$ cat src/rtl/xbus_pkg.sv
package xbus_pkg;

    localparam int ADDR_W      = 24;
    localparam int NUM_REGIONS = 4;
    localparam int WAIT_W      = 2;
    localparam int LINE_BITS   = 4;
    localparam int CNT_W       = $clog2(3 + (1 << WAIT_W));
    localparam int CFG_IDX_W   = $clog2(NUM_REGIONS + 1);

    typedef enum logic [1:0] {
        RGN_GEN  = 2'd0,
        RGN_WIDE = 2'd1,
        RGN_CARD = 2'd2,
        RGN_IO   = 2'd3
    } region_e;

    // Packed so that slow sits in bit 0 of the configuration word
    typedef struct packed {
        logic [WAIT_W-1:0] waits;
        logic              burst_two;
        logic              burst_en;
        logic              slow;
    } rgn_cfg_t;

    localparam int CFG_W = $bits(rgn_cfg_t);

    localparam rgn_cfg_t CFG_RESET = '{waits: '1, burst_two: 1'b0,
                                       burst_en: 1'b0, slow: 1'b1};

    typedef enum logic [1:0] {
        ST_IDLE,
        ST_TURN,
        ST_ACC
    } bus_st_e;

    function automatic region_e decode_region(input logic [ADDR_W-1:0] a);
        region_e r;
        if (a[23:18] == 6'b111110)
            r = RGN_WIDE;
        else if (a[23:13] == 11'b11111111110)
            r = RGN_CARD;
        else if (a[23:11] == 13'b1111111111110)
            r = RGN_IO;
        else
            r = RGN_GEN;
        return r;
    endfunction

    function automatic logic [CNT_W-1:0] access_len(input rgn_cfg_t c,
                                                    input logic follow);
        logic [CNT_W-1:0] n;
        if (follow)
            n = c.burst_two ? CNT_W'(2) : CNT_W'(1);
        else if (c.slow)
            n = CNT_W'(3) + CNT_W'(c.waits);
        else
            n = CNT_W'(2);
        return n;
    endfunction

endpackage

$ cat src/rtl/xbus_cfg_bank.sv
module xbus_cfg_bank
    import xbus_pkg::*;
(
    input  logic                                clk,
    input  logic                                rst,
    input  logic                                we,
    input  logic [CFG_IDX_W-1:0]                idx,
    input  logic [CFG_W-1:0]                    wdata,
    output rgn_cfg_t [NUM_REGIONS-1:0]          cfg,
    output logic                                idle_en
);

    for (genvar i = 0; i < NUM_REGIONS; i++) begin : g_rgn
        always_ff @(posedge clk) begin
            if (rst)
                cfg[i] <= CFG_RESET;
            else if (we && idx == CFG_IDX_W'(i))
                cfg[i] <= rgn_cfg_t'(wdata);
        end
    end

    always_ff @(posedge clk) begin
        if (rst)
            idle_en <= 1'b1;
        else if (we && idx == CFG_IDX_W'(NUM_REGIONS))
            idle_en <= wdata[0];
    end

endmodule

$ cat src/rtl/xbus_region_dec.sv
module xbus_region_dec
    import xbus_pkg::*;
(
    input  logic [ADDR_W-1:0]      addr,
    output region_e                rgn,
    output logic [NUM_REGIONS-1:0] sel_n
);

    assign rgn = decode_region(addr);

    for (genvar i = 0; i < NUM_REGIONS; i++) begin : g_sel
        assign sel_n[i] = (rgn != region_e'(i));
    end

endmodule

$ cat src/rtl/xbus_burst_track.sv
module xbus_burst_track
    import xbus_pkg::*;
(
    input  logic              clk,
    input  logic              rst,
    input  logic              done,
    input  logic              done_we,
    input  region_e           done_rgn,
    input  logic [ADDR_W-1:0] done_addr,
    input  logic              cand_we,
    input  region_e           cand_rgn,
    input  logic [ADDR_W-1:0] cand_addr,
    output logic              follow
);

    localparam int TAG_W = ADDR_W - LINE_BITS;

    logic [TAG_W-1:0] line_q;
    logic             valid_q;

    always_ff @(posedge clk) begin
        if (rst) begin
            line_q  <= '0;
            valid_q <= 1'b0;
        end else if (done) begin
            line_q  <= done_addr[ADDR_W-1:LINE_BITS];
            valid_q <= !done_we && (done_rgn == RGN_GEN);
        end
    end

    assign follow = valid_q && !cand_we && (cand_rgn == RGN_GEN) &&
                    (cand_addr[ADDR_W-1:LINE_BITS] == line_q);

endmodule

$ cat src/rtl/xbus_fsm.sv
module xbus_fsm
    import xbus_pkg::*;
#(
    parameter int DATA_W = 16
) (
    input  logic                   clk,
    input  logic                   rst,
    input  logic                   req,
    input  logic                   req_we,
    input  logic [ADDR_W-1:0]      req_addr,
    input  logic [DATA_W-1:0]      req_wdata,
    input  region_e                rgn,
    input  logic [NUM_REGIONS-1:0] sel_n,
    input  rgn_cfg_t               cfg_cur,
    input  logic                   idle_en,
    input  logic                   follow,
    input  logic [DATA_W-1:0]      ext_din,
    output logic                   ack,
    output logic [DATA_W-1:0]      rdata,
    output logic [ADDR_W-1:0]      ext_addr,
    output logic [DATA_W-1:0]      ext_dout,
    output logic                   ext_dout_en,
    output logic [NUM_REGIONS-1:0] cs_n,
    output logic                   rd_n,
    output logic                   wr_n,
    output logic                   done,
    output logic                   lat_we,
    output region_e                lat_rgn
);

    bus_st_e                st_q;
    logic [CNT_W-1:0]       cnt_q;
    logic [NUM_REGIONS-1:0] pend_sel_q;
    logic                   prev_rd_q;
    logic                   start;
    logic                   need_turn;
    logic [CNT_W-1:0]       start_len;

    assign start     = (st_q == ST_IDLE) && req && !ack;
    assign need_turn = idle_en && req_we && prev_rd_q;
    assign start_len = access_len(cfg_cur, follow && cfg_cur.burst_en);
    assign done      = (st_q == ST_ACC) && (cnt_q == '0);

    always_ff @(posedge clk) begin
        if (rst) begin
            st_q        <= ST_IDLE;
            cnt_q       <= '0;
            pend_sel_q  <= '1;
            prev_rd_q   <= 1'b0;
            ack         <= 1'b0;
            rdata       <= '0;
            ext_addr    <= '0;
            ext_dout    <= '0;
            ext_dout_en <= 1'b0;
            cs_n        <= '1;
            rd_n        <= 1'b1;
            wr_n        <= 1'b1;
            lat_we      <= 1'b0;
            lat_rgn     <= RGN_GEN;
        end else begin
            ack <= 1'b0;
            unique case (st_q)
                ST_IDLE: begin
                    if (start) begin
                        ext_addr   <= req_addr;
                        ext_dout   <= req_wdata;
                        lat_we     <= req_we;
                        lat_rgn    <= rgn;
                        pend_sel_q <= sel_n;
                        cnt_q      <= start_len - CNT_W'(1);
                        if (need_turn) begin
                            st_q <= ST_TURN;
                        end else begin
                            cs_n        <= sel_n;
                            rd_n        <= req_we;
                            wr_n        <= !req_we;
                            ext_dout_en <= req_we;
                            st_q        <= ST_ACC;
                        end
                    end
                end
                ST_TURN: begin
                    cs_n        <= pend_sel_q;
                    rd_n        <= lat_we;
                    wr_n        <= !lat_we;
                    ext_dout_en <= lat_we;
                    st_q        <= ST_ACC;
                end
                ST_ACC: begin
                    if (cnt_q == '0) begin
                        cs_n        <= '1;
                        rd_n        <= 1'b1;
                        wr_n        <= 1'b1;
                        ext_dout_en <= 1'b0;
                        ack         <= 1'b1;
                        prev_rd_q   <= !lat_we;
                        if (!lat_we)
                            rdata <= ext_din;
                        st_q <= ST_IDLE;
                    end else begin
                        cnt_q <= cnt_q - CNT_W'(1);
                    end
                end
                default: st_q <= ST_IDLE;
            endcase
        end
    end

endmodule

$ cat src/rtl/xbus_seq.sv
module xbus_seq
    import xbus_pkg::*;
#(
    parameter int DATA_W = 16
) (
    input  logic                   clk,
    input  logic                   rst,
    input  logic                   req,
    input  logic                   req_we,
    input  logic [ADDR_W-1:0]      req_addr,
    input  logic [DATA_W-1:0]      req_wdata,
    output logic                   ack,
    output logic [DATA_W-1:0]      rdata,
    input  logic                   cfg_we,
    input  logic [CFG_IDX_W-1:0]   cfg_idx,
    input  logic [CFG_W-1:0]       cfg_wdata,
    output logic [ADDR_W-1:0]      ext_addr,
    output logic [DATA_W-1:0]      ext_dout,
    output logic                   ext_dout_en,
    input  logic [DATA_W-1:0]      ext_din,
    output logic [NUM_REGIONS-1:0] cs_n,
    output logic                   rd_n,
    output logic                   wr_n
);

    rgn_cfg_t [NUM_REGIONS-1:0] cfg_all;
    rgn_cfg_t                   cfg_cur;
    logic                       idle_en;
    region_e                    rgn;
    logic [NUM_REGIONS-1:0]     sel_n;
    logic                       follow;
    logic                       done;
    logic                       lat_we;
    region_e                    lat_rgn;

    xbus_cfg_bank u_cfg (
        .clk     (clk),
        .rst     (rst),
        .we      (cfg_we),
        .idx     (cfg_idx),
        .wdata   (cfg_wdata),
        .cfg     (cfg_all),
        .idle_en (idle_en)
    );

    xbus_region_dec u_dec (
        .addr  (req_addr),
        .rgn   (rgn),
        .sel_n (sel_n)
    );

    assign cfg_cur = cfg_all[rgn];

    xbus_burst_track u_burst (
        .clk       (clk),
        .rst       (rst),
        .done      (done),
        .done_we   (lat_we),
        .done_rgn  (lat_rgn),
        .done_addr (ext_addr),
        .cand_we   (req_we),
        .cand_rgn  (rgn),
        .cand_addr (req_addr),
        .follow    (follow)
    );

    xbus_fsm #(.DATA_W(DATA_W)) u_fsm (
        .clk         (clk),
        .rst         (rst),
        .req         (req),
        .req_we      (req_we),
        .req_addr    (req_addr),
        .req_wdata   (req_wdata),
        .rgn         (rgn),
        .sel_n       (sel_n),
        .cfg_cur     (cfg_cur),
        .idle_en     (idle_en),
        .follow      (follow),
        .ext_din     (ext_din),
        .ack         (ack),
        .rdata       (rdata),
        .ext_addr    (ext_addr),
        .ext_dout    (ext_dout),
        .ext_dout_en (ext_dout_en),
        .cs_n        (cs_n),
        .rd_n        (rd_n),
        .wr_n        (wr_n),
        .done        (done),
        .lat_we      (lat_we),
        .lat_rgn     (lat_rgn)
    );

endmodule

$ cat config.mk
export PLATFORM = sky130hd
export DESIGN_NAME = xbus_seq
export DESIGN_NICKNAME = d
export VERILOG_FILES = /design/src/rtl/xbus_pkg.sv /design/src/rtl/xbus_cfg_bank.sv /design/src/rtl/xbus_region_dec.sv /design/src/rtl/xbus_burst_track.sv /design/src/rtl/xbus_fsm.sv /design/src/rtl/xbus_seq.sv
export SDC_FILE = /design/constraint.sdc
export NUM_CORES = 1
export LEC_CHECK = 0
export BUFFER_PORTS_ARGS = -buffer_cell sky130_fd_sc_hd__buf_2
export CORE_UTILIZATION = 52
export CTS_BUF_LIST = sky130_fd_sc_hd__clkbuf_16
export DETAILED_ROUTE_END_ITERATION = 8
export PLACE_DENSITY = 0.78
export SYNTH_ARGS = -nofsm -noshare
export SYNTH_HDL_FRONTEND = slang
export SYNTH_SLANG_ARGS = --single-unit
$ cat constraint.sdc
create_clock -name clk -period 3.9 [get_ports clk]
set_input_delay 0.78 -clock clk [delete_from_list [all_inputs] [get_ports clk]]
set_output_delay 0.78 -clock clk [all_outputs]
set_load 0.05 [all_outputs]
==> impl_metrics.ini <==
[run_status]
status = completed

[timing]
layout_min_cycle_time_ns = 3.21
fin_ws_ns = 0.689
tightest_slew_ns = 1.09
slew_headroom_pct = 27.5
finalSetupViolCount = 0
fin_skew_ns = 0.0140
final_max_slew_viol_count = 0
fin_tns_setup_ns = 0
max_freq_mhz = 311
fin_crit_sh_pct = 82.3
rsz0062_at_grt = no
hold_viol = 0

[power_and_ir_drop]
pwr-share-comb_pct = 31.7
power_switching_w = 0.00175
power_density_mw_per_mm2 = 765
irDropWorstVdd_mv = 0.387
switching_share_pct = 37.9
pwr-share-seq_pct = 32.1
power.internal_w = 0.00287
clkPwrFrac_pct = 36.2
leakage_nw = 2.65

[detailed_routing]
viasPerCell = 5.40
drc = 0
drt-total-wl_mm = 12.0
post_drt_wl_per_cell_microns = 14.4
vias = 4501
detail-route-antenna-nets = 0
firstDrtPassIters = 6
drt_iter0_markers = 239

[floorplanning]
num_rows = 34
chipHeight_microns = 97.1
start_util_pct = 53.9
coreArea_sq_mm = 0.00872
die_w_microns = 97.1
die_area_sq_mm = 0.00942
io_pins = 133

[synth]
synth_top_area_share_pct = 48.6
ys.warnings.count = 0
synth_compound_area_share_pct = 17.3
synth.distinct_cells = 41
synth.largest_area_cell = dfxtp_1
synth_ff_type = dfxtp_1
yosys-top-cells-area = dfxtp_1 49%, nand2_1 15%, a21oi_1 11%
synth_edf_count = 0
synthArstFlopShare_pct = 0
postSynthAreaPerCell_sq_um = 7.92
synth_nets = 668
ys_ff_latch = 114
synth_xor_area_share_pct = 3.91
synth.mux.area_fraction_pct = 1.49
synth_top_family_by_area = simple AND/OR/NAND/NOR gates
syn_inst = 593
post-synth-top-count-cell = nand2_1
ys_seq_area_share_pct = 48.6
syn_area_sq_mm = 0.00470
synthTopCellsByCount = 186 x nand2_1, 114 x dfxtp_1, 99 x a21oi_1, 34 x clkbuf_1, 28 x nor2_1
yosys.area_share.adder_pct = 1.60
synthSimpleGateAreaFrac_pct = 23.4

[cts]
cts_setup_buffers = 0
clkLatencyLatePin_ns = 0.41
clk_pin_slew_ns = 0.06
cts_tree = yes
cts_hold_buf = 0
htreeDepth = 4
cts_resized = 0
cts_buffers = 17
cts_buffer_depth = 2
clock-root-buffer = clkbuf_16
clock-sinks = 114

[grt]
grt_first_pass_wirelength_mm = 20.1
grt_max_degree = 108
grt_pass1_vias = 4367
grt-ovfl-total = 0
grt_antenna_before_repair = 0
gr-usage-all-layers_pct = 26.2

[setup_path]
r2r_cells = 10
cp_data_required_time_ns = 4.23
critical_path.endpoint_type = register
r2r_setup_slack_ns = 1.33
slowest_delay_ns = 0.51
r2r_start = u_burst.line_q[5]
worstPathCellList = buf_2 -> nand3_2 -> nor4_2 -> nor2_1 -> mux2i_1 -> nor2_1 -> a221oi_1 -> ha_1 -> nand2_1 -> a22oi_1 -> ha_1 -> or3_1 -> a21oi_1
crit_slowest_cell = nor4_2
crit_family = simple AND/OR/NAND/NOR gates
cp-start-kind = input port
timing.rr.end = u_fsm.cnt_q[1]
cp_data_arrival_time_ns = 3.54
crit_buf_inv = 1
path_class = in -> reg
critical_path.max_fanout = 8

[min_path]
hold_path_end = u_fsm.rdata[0]
hp-start = u_fsm.rdata[0]
min_path_cells = 2
hp-class = reg -> reg

[layout]
fillCellCount = 705
nets = 788
final_layout_size_suffix_gt1_share_pct = 24.0
area_delta_synth_final_pct = 28.7
diodes = 0

[placed_design]
dp_hpwl_mm = 8.03
place.gp.congestion = 0.987
portBuffers = 132
dp_slack_ns = 0.324

[flow_run]
drv_cap = 0
## worst reg2reg max path, stage by stage, from the launching register on
cell and delay (ns):
dfxtp_1 0.32, xor2_1 0.16, nor4_1 0.35, nand4_1 0.16, nor4_1 0.35, a21oi_1 0.16
o41ai_1 0.13, nand2_1 0.10, ha_1 0.29, or3_1 0.36, a21oi_1 0.12
## cells by family (layout without fill, tap and decap cells)
group	count (synthesis)	after routing
XOR/XNOR	21	21
flip-flops	114	114
AO/OA/AOI/OAI	138	138
AND/OR/NAND/NOR	261	261
multiplexers	7	7
adder cells (fa/ha/maj)	6	6
buffers and inverters	46	179
## power by group through the flow
| stage | Combinational (W) | Sequential (W) | Clock, W |
|---|---|---|---|
| after detailed placement | 0.00147 | 0.00150 | 0 |
| after floorplan | 0.000645 | 0.00197 | 0 |
| after global routing | 0.00160 | 0.00151 | 0.00174 |
| after CTS | 0.00148 | 0.00148 | 0.00169 |
| final | 0.00147 | 0.00148 | 0.00167 |
| after global placement | 0.00144 | 0.00150 | 0 |
## final cells by class
cell class | instances | area, sq um | area share [%]
flip-flops and latches | 114 | 2280 | 37.7
multi-input cells | 433 | 2260 | 37.3
repair buffers | 136 | 693 | 11.5
clock buffers | 17 | 425 | 7.03
clock inverters | 15 | 215 | 3.56
well taps | 108 | 135 | 2.23
inverters | 11 | 41.3 | 0.683
## stage by stage
| step | cells | instance area, sq um | util (%) | total power (W) | hold slack, ns |
|---|---|---|---|---|---|
| 3_3_place_gp | 802 | 5410 | 62.0 | 0.00294 | 0.438 |
| 3_5_place_dp | 802 | 5410 | 62.0 | 0.00297 | 0.443 |
| 4_1_cts | 834 | 6050 | 69.4 | 0.00465 | 0.451 |
| 2_1_floorplan | 593 | 4700 | - | 0.00261 | 0.432 |
| 6_report | 834 | 6050 | 69.4 | 0.00463 | 0.450 |
| 5_1_grt | 834 | 6050 | 69.4 | 0.00485 | 0.470 |
## layout by cell type (no fill, tap or decap), drive strengths merged, types with 3 or more instances in the layout
cell | netlist | layout
nand2 | 186 | 186
buf | 1 | 136
dfxtp | 114 | 114
a21oi | 100 | 100
nor2 | 28 | 28
clkbuf | 34 | 17
xor2 | 15 | 15
nand3 | 13 | 13
a211o | 12 | 12
inv | 10 | 12
clkinv | 1 | 8
mux2i | 7 | 7
o211ai | 7 | 7
nor4 | 7 | 7
nand2b | 6 | 6
xnor2 | 6 | 6
ha | 6 | 6
nor2b | 5 | 5
bufinv | 0 | 5
o21ai | 5 | 5
nand4 | 3 | 3
or3 | 3 | 3
a211oi | 3 | 3
nor3 | 3 | 3
## sequential cells by signal, indices dropped and copies added (netlist names)
name,cells
u_fsm.ext_addr,24
u_burst.line_q,20
u_fsm.ext_dout,16
u_fsm.rdata,16
u_cfg.cfg,15
u_fsm.cs_n,4
u_fsm.pend_sel_q,4
u_fsm.cnt_q,3
u_fsm.lat_rgn,2
u_fsm.st_q,2
u_burst.valid_q,1
u_cfg.idle_en,1
u_fsm.ack,1
u_fsm.ext_dout_en,1
u_fsm.lat_we,1
u_fsm.prev_rd_q,1
u_fsm.rd_n,1
u_fsm.wr_n,1
## layer usage
layer  GRT usage, %  vias to the layer above  share of wire [%]
li1               -                     2234                  -
met1           31.1                     2097                 41
met2           45.2                      151                 51
met3           7.19                       19                6.9
met4           9.41                        0                1.6
met5              0                        -                  0
## worst max-delay path by stage
stage          slack [ns]             end          from  cells past startpoint
4_1_cts              0.69  u_fsm.cnt_q[1]  req_addr[21]                     13
2_1_floorplan        0.60  u_fsm.cnt_q[1]  req_addr[13]                     13
5_1_grt              0.44  u_fsm.cnt_q[1]  req_addr[21]                     13
3_5_place_dp         0.32  u_fsm.cnt_q[1]  req_addr[22]                     13
6_report             0.69  u_fsm.cnt_q[1]  req_addr[21]                     13
3_3_place_gp         0.43  u_fsm.cnt_q[1]  req_addr[22]                     13
(Power assumes the default switching activity.)
